[src/rtl/msi_evq_pkg.sv]
package msi_evq_pkg;
    typedef enum logic [1:0] {
        FLD_BASE = 2'd0,
        FLD_HEAD = 2'd1,
        FLD_TAIL = 2'd2,
        FLD_NONE = 2'd3
    } evq_field_e;

    typedef enum logic {
        ST_IDLE  = 1'b0,
        ST_WRITE = 1'b1
    } wr_state_e;
endpackage

[src/rtl/evq_ptr_bank.sv]
module evq_ptr_bank
    import msi_evq_pkg::*;
#(
    parameter int NQ  = 4,
    parameter int PW  = 6,
    parameter int AW  = 32,
    parameter int QIW = 2
) (
    input  logic                   clk,
    input  logic                   rst_n,
    input  logic                   cfg_wr,
    input  logic [QIW-1:0]         cfg_q,
    input  evq_field_e             cfg_fld,
    input  logic [AW-1:0]          cfg_wdata,
    input  logic                   adv_en,
    input  logic [QIW-1:0]         adv_q,
    output logic [NQ-1:0][AW-1:0]  base_o,
    output logic [NQ-1:0][PW-1:0]  head_o,
    output logic [NQ-1:0][PW-1:0]  tail_o,
    output logic [NQ-1:0]          full_o,
    output logic [NQ-1:0]          pend_o
);
    typedef struct packed {
        logic [NQ-1:0][AW-1:0] base;
        logic [NQ-1:0][PW-1:0] head;
        logic [NQ-1:0][PW-1:0] tail;
    } bank_s;

    bank_s bank_d, bank_q;

    always_comb begin
        bank_d = bank_q;
        for (int i = 0; i < NQ; i++) begin
            if (cfg_wr && cfg_q == QIW'(i)) begin
                case (cfg_fld)
                    FLD_BASE: bank_d.base[i] = cfg_wdata;
                    FLD_HEAD: bank_d.head[i] = cfg_wdata[PW-1:0];
                    default:  ;
                endcase
            end
            if (adv_en && adv_q == QIW'(i)) begin
                bank_d.tail[i] = bank_q.tail[i] + 1'b1;
            end
        end
    end

    always_ff @(posedge clk) begin
        if (!rst_n) bank_q <= '0;
        else        bank_q <= bank_d;
    end

    assign base_o = bank_q.base;
    assign head_o = bank_q.head;
    assign tail_o = bank_q.tail;

    for (genvar g = 0; g < NQ; g++) begin : g_flag
        logic [PW-1:0] next_tail;
        assign next_tail = bank_q.tail[g] + 1'b1;
        assign full_o[g] = (next_tail == bank_q.head[g]);
        assign pend_o[g] = (bank_q.head[g] != bank_q.tail[g]);
    end


    tail_ro_chk: assert property (@(posedge clk) disable iff (!rst_n)
        (cfg_wr && cfg_fld == FLD_TAIL && !adv_en) |=> $stable(tail_o));
endmodule

[src/rtl/evq_write_ctl.sv]
module evq_write_ctl
    import msi_evq_pkg::*;
#(
    parameter int NQ  = 4,
    parameter int AW  = 32,
    parameter int QIW = 2
) (
    input  logic            clk,
    input  logic            rst_n,
    input  logic            msi_valid,
    input  logic [QIW-1:0]  msi_q,
    input  logic [15:0]     msi_data,
    input  logic [NQ-1:0]   q_full,
    input  logic [AW-1:0]   slot_addr,
    input  logic            mem_ack,
    output logic            msi_ready,
    output logic            mem_req,
    output logic [AW-1:0]   mem_addr,
    output logic [31:0]     mem_wdata,
    output logic            adv_en,
    output logic [QIW-1:0]  adv_q
);
    typedef struct packed {
        wr_state_e     st;
        logic [QIW-1:0] q;
        logic [AW-1:0]  addr;
        logic [15:0]    data;
    } ctl_s;

    ctl_s ctl_d, ctl_q;

    always_comb begin
        ctl_d     = ctl_q;
        msi_ready = (ctl_q.st == ST_IDLE) && !q_full[msi_q];
        adv_en    = 1'b0;
        case (ctl_q.st)
            ST_IDLE: begin
                if (msi_valid && msi_ready) begin
                    ctl_d.st   = ST_WRITE;
                    ctl_d.q    = msi_q;
                    ctl_d.addr = slot_addr;
                    ctl_d.data = msi_data;
                end
            end
            ST_WRITE: begin
                if (mem_ack) begin
                    adv_en   = 1'b1;
                    ctl_d.st = ST_IDLE;
                end
            end
            default: ctl_d.st = ST_IDLE;
        endcase
    end

    always_ff @(posedge clk) begin
        if (!rst_n) ctl_q <= '0;
        else        ctl_q <= ctl_d;
    end

    assign mem_req   = (ctl_q.st == ST_WRITE);
    assign mem_addr  = ctl_q.addr;
    assign mem_wdata = {16'h0000, ctl_q.data};
    assign adv_q     = ctl_q.q;


    req_hold_chk: assert property (@(posedge clk) disable iff (!rst_n)
        (mem_req && !mem_ack) |=> (mem_req && $stable(mem_addr) && $stable(mem_wdata)));

    single_out_chk: assert property (@(posedge clk) disable iff (!rst_n)
        (mem_req && mem_ack) |=> !mem_req);

    upper_zero_chk: assert property (@(posedge clk) disable iff (!rst_n)
        mem_req |-> (mem_wdata[31:16] == 16'h0000));
endmodule

[src/rtl/msi_evq_writer.sv]
module msi_evq_writer
    import msi_evq_pkg::*;
#(
    parameter int NQ    = 4,
    parameter int DEPTH = 64,
    parameter int AW    = 32,
    localparam int QIW  = (NQ > 1) ? $clog2(NQ) : 1,
    localparam int PW   = $clog2(DEPTH)
) (
    input  logic            clk,
    input  logic            rst_n,
    input  logic            msi_valid,
    output logic            msi_ready,
    input  logic [QIW-1:0]  msi_queue,
    input  logic [15:0]     msi_data,
    output logic            mem_req,
    input  logic            mem_ack,
    output logic [AW-1:0]   mem_addr,
    output logic [31:0]     mem_wdata,
    input  logic            reg_wr,
    input  logic [QIW+1:0]  reg_addr,
    input  logic [AW-1:0]   reg_wdata,
    output logic [AW-1:0]   reg_rdata,
    output logic [NQ-1:0]   irq
);
    logic [NQ-1:0][AW-1:0] base_w;
    logic [NQ-1:0][PW-1:0] head_w;
    logic [NQ-1:0][PW-1:0] tail_w;
    logic [NQ-1:0]         full_w;
    logic [NQ-1:0]         pend_w;
    logic                  adv_en;
    logic [QIW-1:0]        adv_q;
    logic [AW-1:0]         slot_addr;
    logic [QIW-1:0]        rd_q;
    evq_field_e            rd_fld;

    assign rd_q   = reg_addr[QIW+1:2];
    assign rd_fld = evq_field_e'(reg_addr[1:0]);

    assign slot_addr = base_w[msi_queue] + AW'({tail_w[msi_queue], 2'b00});

    evq_ptr_bank #(.NQ(NQ), .PW(PW), .AW(AW), .QIW(QIW)) u_bank (
        .clk(clk), .rst_n(rst_n),
        .cfg_wr(reg_wr), .cfg_q(rd_q), .cfg_fld(rd_fld), .cfg_wdata(reg_wdata),
        .adv_en(adv_en), .adv_q(adv_q),
        .base_o(base_w), .head_o(head_w), .tail_o(tail_w),
        .full_o(full_w), .pend_o(pend_w)
    );

    evq_write_ctl #(.NQ(NQ), .AW(AW), .QIW(QIW)) u_ctl (
        .clk(clk), .rst_n(rst_n),
        .msi_valid(msi_valid), .msi_q(msi_queue), .msi_data(msi_data),
        .q_full(full_w), .slot_addr(slot_addr), .mem_ack(mem_ack),
        .msi_ready(msi_ready), .mem_req(mem_req), .mem_addr(mem_addr),
        .mem_wdata(mem_wdata), .adv_en(adv_en), .adv_q(adv_q)
    );

    always_comb begin
        reg_rdata = '0;
        case (rd_fld)
            FLD_BASE: reg_rdata = base_w[rd_q];
            FLD_HEAD: reg_rdata = AW'(head_w[rd_q]);
            FLD_TAIL: reg_rdata = AW'(tail_w[rd_q]);
            default:  reg_rdata = '0;
        endcase
    end

    assign irq = pend_w;

    for (genvar g = 0; g < NQ; g++) begin : g_irq_chk

        irq_rise_chk: assert property (@(posedge clk) disable iff (!rst_n)
            $rose(irq[g]) |-> ($past(mem_ack) || $past(reg_wr)));

        irq_fall_chk: assert property (@(posedge clk) disable iff (!rst_n)
            $fell(irq[g]) |-> $past(reg_wr));
    end
endmodule

[config.mk]
export PLATFORM = sky130hd
export DESIGN_NAME = msi_evq_writer
export DESIGN_NICKNAME = d
export VERILOG_FILES = /design/src/rtl/msi_evq_pkg.sv /design/src/rtl/evq_ptr_bank.sv /design/src/rtl/evq_write_ctl.sv /design/src/rtl/msi_evq_writer.sv
export SDC_FILE = /design/constraint.sdc
export NUM_CORES = 1
export LEC_CHECK = 0
export ABC_CLOCK_PERIOD_IN_PS = 5450
export BUFFER_PORTS_ARGS = -buffer_cell sky130_fd_sc_hd__buf_2
export CORE_MARGIN = 2
export CORE_UTILIZATION = 64
export DETAILED_ROUTE_END_ITERATION = 10
export PLACE_DENSITY = 0.86
export SYNTH_ARGS = -nofsm -noshare
export SYNTH_HDL_FRONTEND = slang
export SYNTH_HIERARCHICAL = 1
export SYNTH_SLANG_ARGS = --single-unit
[constraint.sdc]
create_clock -name clk -period 5.45 [get_ports clk]
set_input_delay 0.2725 -clock clk [delete_from_list [all_inputs] [get_ports clk]]
set_output_delay 0.2725 -clock clk [all_outputs]
set_load 0.02 [all_outputs]
==> results.toml, run 1 <==
[routing]
detail_route.wl_per_cell_um = 19.2
first_pass_iters = 5
ant_nets = 0
wirelength_mm = 33.3
vias_per_cell = 6.08
drt_iter0_drc = 896
vias = 10544
drc = 0

[run_status]
status = "finished, final reports clean"

[die]
ios = 161
fp-row-count = 52
coreArea_mm2 = 0.0200
dieArea_mm2 = 0.0214
die_y_um = 146
die_x_um = 146
start_util = 0.646

[synth]
yosys_most_used_dff = "dfxtp_1"
synthAdderAreaFrac = 0.0112
synth-compound-area-share = 0.106
synth_xor_area_frac = 0.0575
avgSynthCellArea_um2 = 9.55
synth_cells = 1355
ys_warn_count = 6
synth.distinct_cells = 57
synth_top_family_by_area = "simple AND/OR/NAND/NOR gates"
ys_seq_elements = 227
synth_edf_count = 0
syn_area_mm2 = 0.0129
muxShareOfSynthArea = 0.207
seq_area_frac_synth = 0.351
synthArstFlopShare = 0
synth-simple-area-share = 0.207

[min_path]
hp-start = "reg_wdata[22]"
holdCritPathClass = "input pin to flop"

[critical_path]
required_ns = 5.88
arrival_ns = 3.72
worstSetupEndpointType = "flop"
crit_path_cell_trace = "buf_2 -> buf_4 -> mux4_2 -> ha_1 -> a21o_1 -> a21oi_1 -> o21a_1 -> nor3_1 -> xor2_1 -> nand2_1 -> mux2i_1"
r2r_start = "u_bank/tail_o[12]"
worst_path_max_delay_cell = "mux4_2"
crit_path_max_fanout = 20
reg2reg_slack_ns = 2.16
slowest_delay_ns = 0.57
crit_path_start_kind = "input pin"
cp_top_family = "compound AO/OA/AOI/OAI gates"
critPathBufInv = 2
startpoint = "msi_queue[0]"
path_class = "input pin to flop"

[global_route]
grt_pass1_wl_mm = 53.5
grt_start_max_net_pins = 173
grt_overflow = 0
grt_pass1_vias = 10371
antenna_found_initial = 2
grtUsageTotal = 0.308

[clock_network]
clkTransAtPathRegs_ns = 0.06
cts.sinks = 227
cts_resized = 0
cts_tree = "yes"
root_buffer = "clkbuf_16"
cts_buffers = 24
cts_max_level = 1
cts.path.max_buffers = 3
clk_latency_ns = 0.53

[timing]
drv_slew = 0
period_share = 0.604
setup_ws_ns = 2.16
fin_worst_skew_ns = 0.0206
max_freq_mhz = 304
hold_viol_final = 0
setup_tns_ns = 0
period_minus_slack_ns = 3.29
setup-violations-final = 0
hold-worst-slack_ns = 0.00956
relSlewSlack = 0.275
rsz0062_at_grt = "no"
tightest_slew_ns = 1.09

[placement]
dp_hpwl_mm = 21.9
port_buffers = 144
routabilityCongestion = 0.931
post-place-ws_ns = 1.67

[pwr]
powerDensity_mw_per_mm2 = 260
power_mw = 3.73
vdd_ir_drop_max_uv = 240
p_leak_nw = 5.76

[finish]
drive_above_1_share = 0.214
area_delta_synth_final_pct = 10.9
fillers = 1480
nets = 1513
final_util = 0.716

[run]
drv_cap = 0
[cells in the mapped netlist (all sizes together) (2+ instances only)]
library cell | n | share of area
or3 | 7 | 0.0034
nor3 | 5 | 0.0019
a21o | 3 | 0.0017
o21ai | 13 | 0.0050
mux4 | 82 | 0.15
nand2 | 377 | 0.11
and2 | 26 | 0.013
nor2 | 9 | 0.0026
ha | 10 | 0.0097
clkbuf | 56 | 0.016
mux2i | 78 | 0.060
dfxtp | 227 | 0.35
xor2 | 42 | 0.028
o221ai | 2 | 0.0014
nor2b | 48 | 0.023
and3 | 4 | 0.0019
and4 | 5 | 0.0034
nand4 | 9 | 0.0048
o22ai | 6 | 0.0029
buf | 61 | 0.040
o21bai | 2 | 0.0012
a21oi | 5 | 0.0019
nand2b | 5 | 0.0024
nor4 | 14 | 0.010
nor3b | 7 | 0.0071
inv | 17 | 0.0049
a211oi | 2 | 0.0012
o21a | 2 | 0.0012
nand3b | 6 | 0.0054
nand3 | 29 | 0.011
a21boi | 142 | 0.085
xnor2 | 43 | 0.029
and3b | 4 | 0.0028
[power breakdown]
group          internal, mW  switching [mW]
clock                  1.00           0.673
sequential             1.69          0.0227
combinational         0.139           0.205
total                  2.83           0.900
[repair_timing]
item / 4_1_cts / 5_1_grt
setup endpoints to repair: 0 / 0
setup buffers: 0 / 0
hold buffers: 8 / 0
endpoints found under the hold margin: 8 / 0
[path summary, 6_finish.rpt]
kind,to,depth (start not counted)
max,u_ctl/mem_addr[13],11
min,u_bank/base_o[118],3
max reg2reg,u_ctl/mem_wdata[7],8
min reg2reg,u_ctl/mem_addr[24],2
[cell families (layout without fill, tap and decap cells)]
logic type | count (synthesis) | after routing
buffers and inverters | 134 | 225
AO/OA/AOI/OAI | 179 | 179
flip-flops | 227 | 227
multiplexers | 160 | 160
adder cells (fa/ha/maj) | 11 | 11
other | 1 | 18
AND/OR/NAND/NOR | 558 | 558
XOR/XNOR | 85 | 85
[metal layers]
metal  part of all wire  vias to the layer above  track usage
met3               0.10                       76       0.0563
li1                   -                     4815            -
met2               0.47                      590        0.507
met1               0.40                     5063        0.414
met5                  0                        -            0
met4              0.026                        0        0.101
[sequential cells by signal, summed over array words and instances (netlist names)]
name             count
u_ctl/mem_req        1
u_bank/base_o      128
u_ctl/adv_q          2
u_bank/tail_o       24
u_bank/head_o       24
u_ctl/mem_wdata     16
u_ctl/mem_addr      32
[per-stage QoR]
stage	cell area, µm²	instances
global placement	13400	1679
CTS	14300	1731
finish	14300	1733
global route	14300	1733
detailed placement	13400	1679
floorplan	13000	1370
[placed cells by master (no fill, tap or decap), types with 28 or more instances in the layout]
master	synthesis	routed
xnor2_1	43	43
buf_2	17	142
xor2_1	42	42
nand2_1	366	366
a21boi_1	110	110
mux2i_1	78	78
dfxtp_1	227	227
nor2b_1	48	48
mux4_2	70	70
nand3_1	29	28
[layout make-up]
class | count | area [µm²] | area share
multi-input cells | 1009 | 7670 | 0.535
flip-flops and latches | 227 | 4540 | 0.317
repair buffers | 164 | 900 | 0.0627
clock buffers | 35 | 712 | 0.0496
well taps | 270 | 338 | 0.0236
clock inverters | 9 | 109 | 0.00759
inverters | 17 | 63.8 | 0.00445
diodes | 2 | 5.00 | 0.000349
[worst register-to-register path, stage by stage (launching register included)]
cell      delay, ns
dfxtp_1        0.54
ha_1           0.29
nand3_1        0.12
or3_1          0.34
a211oi_1       0.36
mux2i_1        0.26
a22oi_4        0.30
buf_4          0.66
mux2i_1        0.34
No activity file was read; power rests on OpenSTA's default activity.
==> inputs of run 2 (changes only) <==
--- a/config.mk
+++ b/config.mk
@@ -5,12 +5,12 @@
 export SDC_FILE = /design/constraint.sdc
 export NUM_CORES = 1
 export LEC_CHECK = 0
-export ABC_CLOCK_PERIOD_IN_PS = 5450
+export ABC_CLOCK_PERIOD_IN_PS = 3050
 export BUFFER_PORTS_ARGS = -buffer_cell sky130_fd_sc_hd__buf_2
 export CORE_MARGIN = 2
-export CORE_UTILIZATION = 64
+export CORE_UTILIZATION = 59
 export DETAILED_ROUTE_END_ITERATION = 10
-export PLACE_DENSITY = 0.86
+export PLACE_DENSITY = 0.8
 export SYNTH_ARGS = -nofsm -noshare
 export SYNTH_HDL_FRONTEND = slang
 export SYNTH_HIERARCHICAL = 1
==> constraint.sdc (replaced) <==
create_clock -name clk -period 3.05 [get_ports clk]
set_input_delay 0.1525 -clock clk [delete_from_list [all_inputs] [get_ports clk]]
set_output_delay 0.1525 -clock clk [all_outputs]
set_load 0.02 [all_outputs]
==> run 2 against run 1 <==
Effect of this change:
- combinational power grew 97%
- flip-flop and latch count is the same
- power grew 77%
- cell count grew 4.6%
- routed wire length grew 4.2%
- critical path depth shrank 3
- clock-buffer cell count grew 3
- largest power group unchanged
- cell area grew 4.6%
==> results.toml, run 2 (same netlist as run 1, synthesis figures left out) <==
[run_status]
status = "finished, final reports clean"

[timing]
setup-violations-final = 0
hold_viol_final = 0
setup_ws_ns = 0.155
rsz0062_at_grt = "no"
hold-worst-slack_ns = 0.0950
max_freq_mhz = 345
period_minus_slack_ns = 2.89
relSlewSlack = 0.539
setup_tns_ns = 0
period_share = 0.949
fin_worst_skew_ns = 0.0101
drv_slew = 0
tightest_slew_ns = 0.692

[routing]
vias = 10745
first_pass_iters = 6
ant_nets = 0
detail_route.wl_per_cell_um = 19.1
wirelength_mm = 34.7
vias_per_cell = 5.93
drt_iter0_drc = 855
drc = 0

[placement]
routabilityCongestion = 0.953
dp_hpwl_mm = 22.9
post-place-ws_ns = 0.00687
placed_cells = 1719
port_buffers = 144

[critical_path]
r2r_start = "u_bank/tail_o[18]"
path_class = "flop to primary output"
critPathBufInv = 1
worstSetupEndpointType = "primary output"
slowest_delay_ns = 0.50
arrival_ns = 2.74
crit_path_cell_trace = "ha_1 -> nand3_1 -> or3_1 -> a211oi_1 -> mux2i_1 -> nand2_1 -> a21oi_1 -> buf_2"
required_ns = 2.90
rr_endpoint = "u_ctl/mem_addr[24]"
cp_top_family = "simple AND/OR/NAND/NOR gates"
worst_path_max_delay_cell = "dfxtp_1"
reg2reg_depth = 12
reg2reg_slack_ns = 0.22
crit_path_max_fanout = 7
crit_path_start_kind = "flop"

[clock_network]
cts.path.max_buffers = 3
root_buffer = "clkbuf_16"
cts.sinks = 227
clk_latency_ns = 0.52
cts_max_level = 1
cts_tree = "yes"
clkTransAtPathRegs_ns = 0.06
cts_buffers = 25

[run]
drv_cap = 0

[finish]
final_cell_mix = "nand2_1 (366), dfxtp_1 (227), buf_2 (142)"
antenna_cells = 0
largest_reg_flops = 128
regArea_mm2 = 0.00454
layout_commonest_cell = "nand2_1"
layoutNonFillerInstCount = 1813
fillers = 1632
area_delta_synth_final_pct = 16.0
nets = 1586
multi_input_area_mm2 = 0.00767
drive_above_1_share = 0.220

[min_path]
holdCritPathClass = "input pin to flop"
hp-start = "rst_n"
worst_hold_path.endpoint = "u_ctl/mem_addr[31]"
whs_path_depth = 3

[global_route]
grtUsageTotal = 0.291
grt_pass1_vias = 10294
grt_overflow = 0
antenna_found_initial = 0
grt_pass1_wl_mm = 55.1
grt_start_max_net_pins = 115

[die]
die_y_um = 152
fp-row-count = 54
start_util = 0.597
dieArea_mm2 = 0.0231
coreArea_mm2 = 0.0217
die_x_um = 152
ios = 161

[pwr]
p_leak_nw = 6.09
power_mw = 6.58
powerDensity_mw_per_mm2 = 439
vdd_ir_drop_max_uv = 392
## run 2: layout make-up
| class | instances | share of cell area |
|---|---|---|
| clock buffers | 38 | 0.0490 |
| clock inverters | 6 | 0.00250 |
| inverters | 17 | 0.00425 |
| multi-input cells | 1009 | 0.511 |
| flip-flops and latches | 227 | 0.303 |
| well taps | 280 | 0.0234 |
| repair buffers | 236 | 0.107 |
## run 2: routing by layer
layer	vias to the layer above	track usage	share of wire
met3	71	0.0616	0.091
met2	552	0.464	0.46
met4	0	0.0854	0.026
li1	4953	-	-
met5	-	0	0
met1	5169	0.402	0.42
## run 2: repair_timing
action                                  4_1_cts  5_1_grt
hold buffers                                 49        0
gates resized for setup                       0        0
endpoints found under the hold margin       150        0
endpoints found under the setup margin        0        7
setup buffers                                 0        1
## run 2: stage by stage
stage                util  instance area [µm²]
finish              0.692                15000
global placement    0.633                13700
CTS                 0.691                15000
global route        0.692                15000
floorplan               -                13000
detailed placement  0.633                13700
## run 2: worst min-delay path, delay by kind of cell
kind | cells | cell delay, ns
buffers and inverters | 1 | 0.24
AND/OR/NAND/NOR | 1 | 0.12
multiplexers | 1 | 0.05
## run 2: how the worst max path moves through the flow
stage,from,end,cells past startpoint
2_1_floorplan,msi_queue[0],u_ctl/mem_addr[26],13
3_3_place_gp,msi_queue[0],u_ctl/mem_addr[26],13
3_5_place_dp,msi_queue[0],u_ctl/mem_addr[24],11
4_1_cts,u_bank/tail_o[18],u_ctl/mem_addr[24],11
5_1_grt,u_bank/tail_o[19],msi_ready,8
6_report,u_bank/tail_o[13],msi_ready,8
## run 2: power by group
group | switching, mW | internal, mW
registers | 0.0385 | 3.02
clock network | 1.20 | 1.65
logic | 0.380 | 0.297
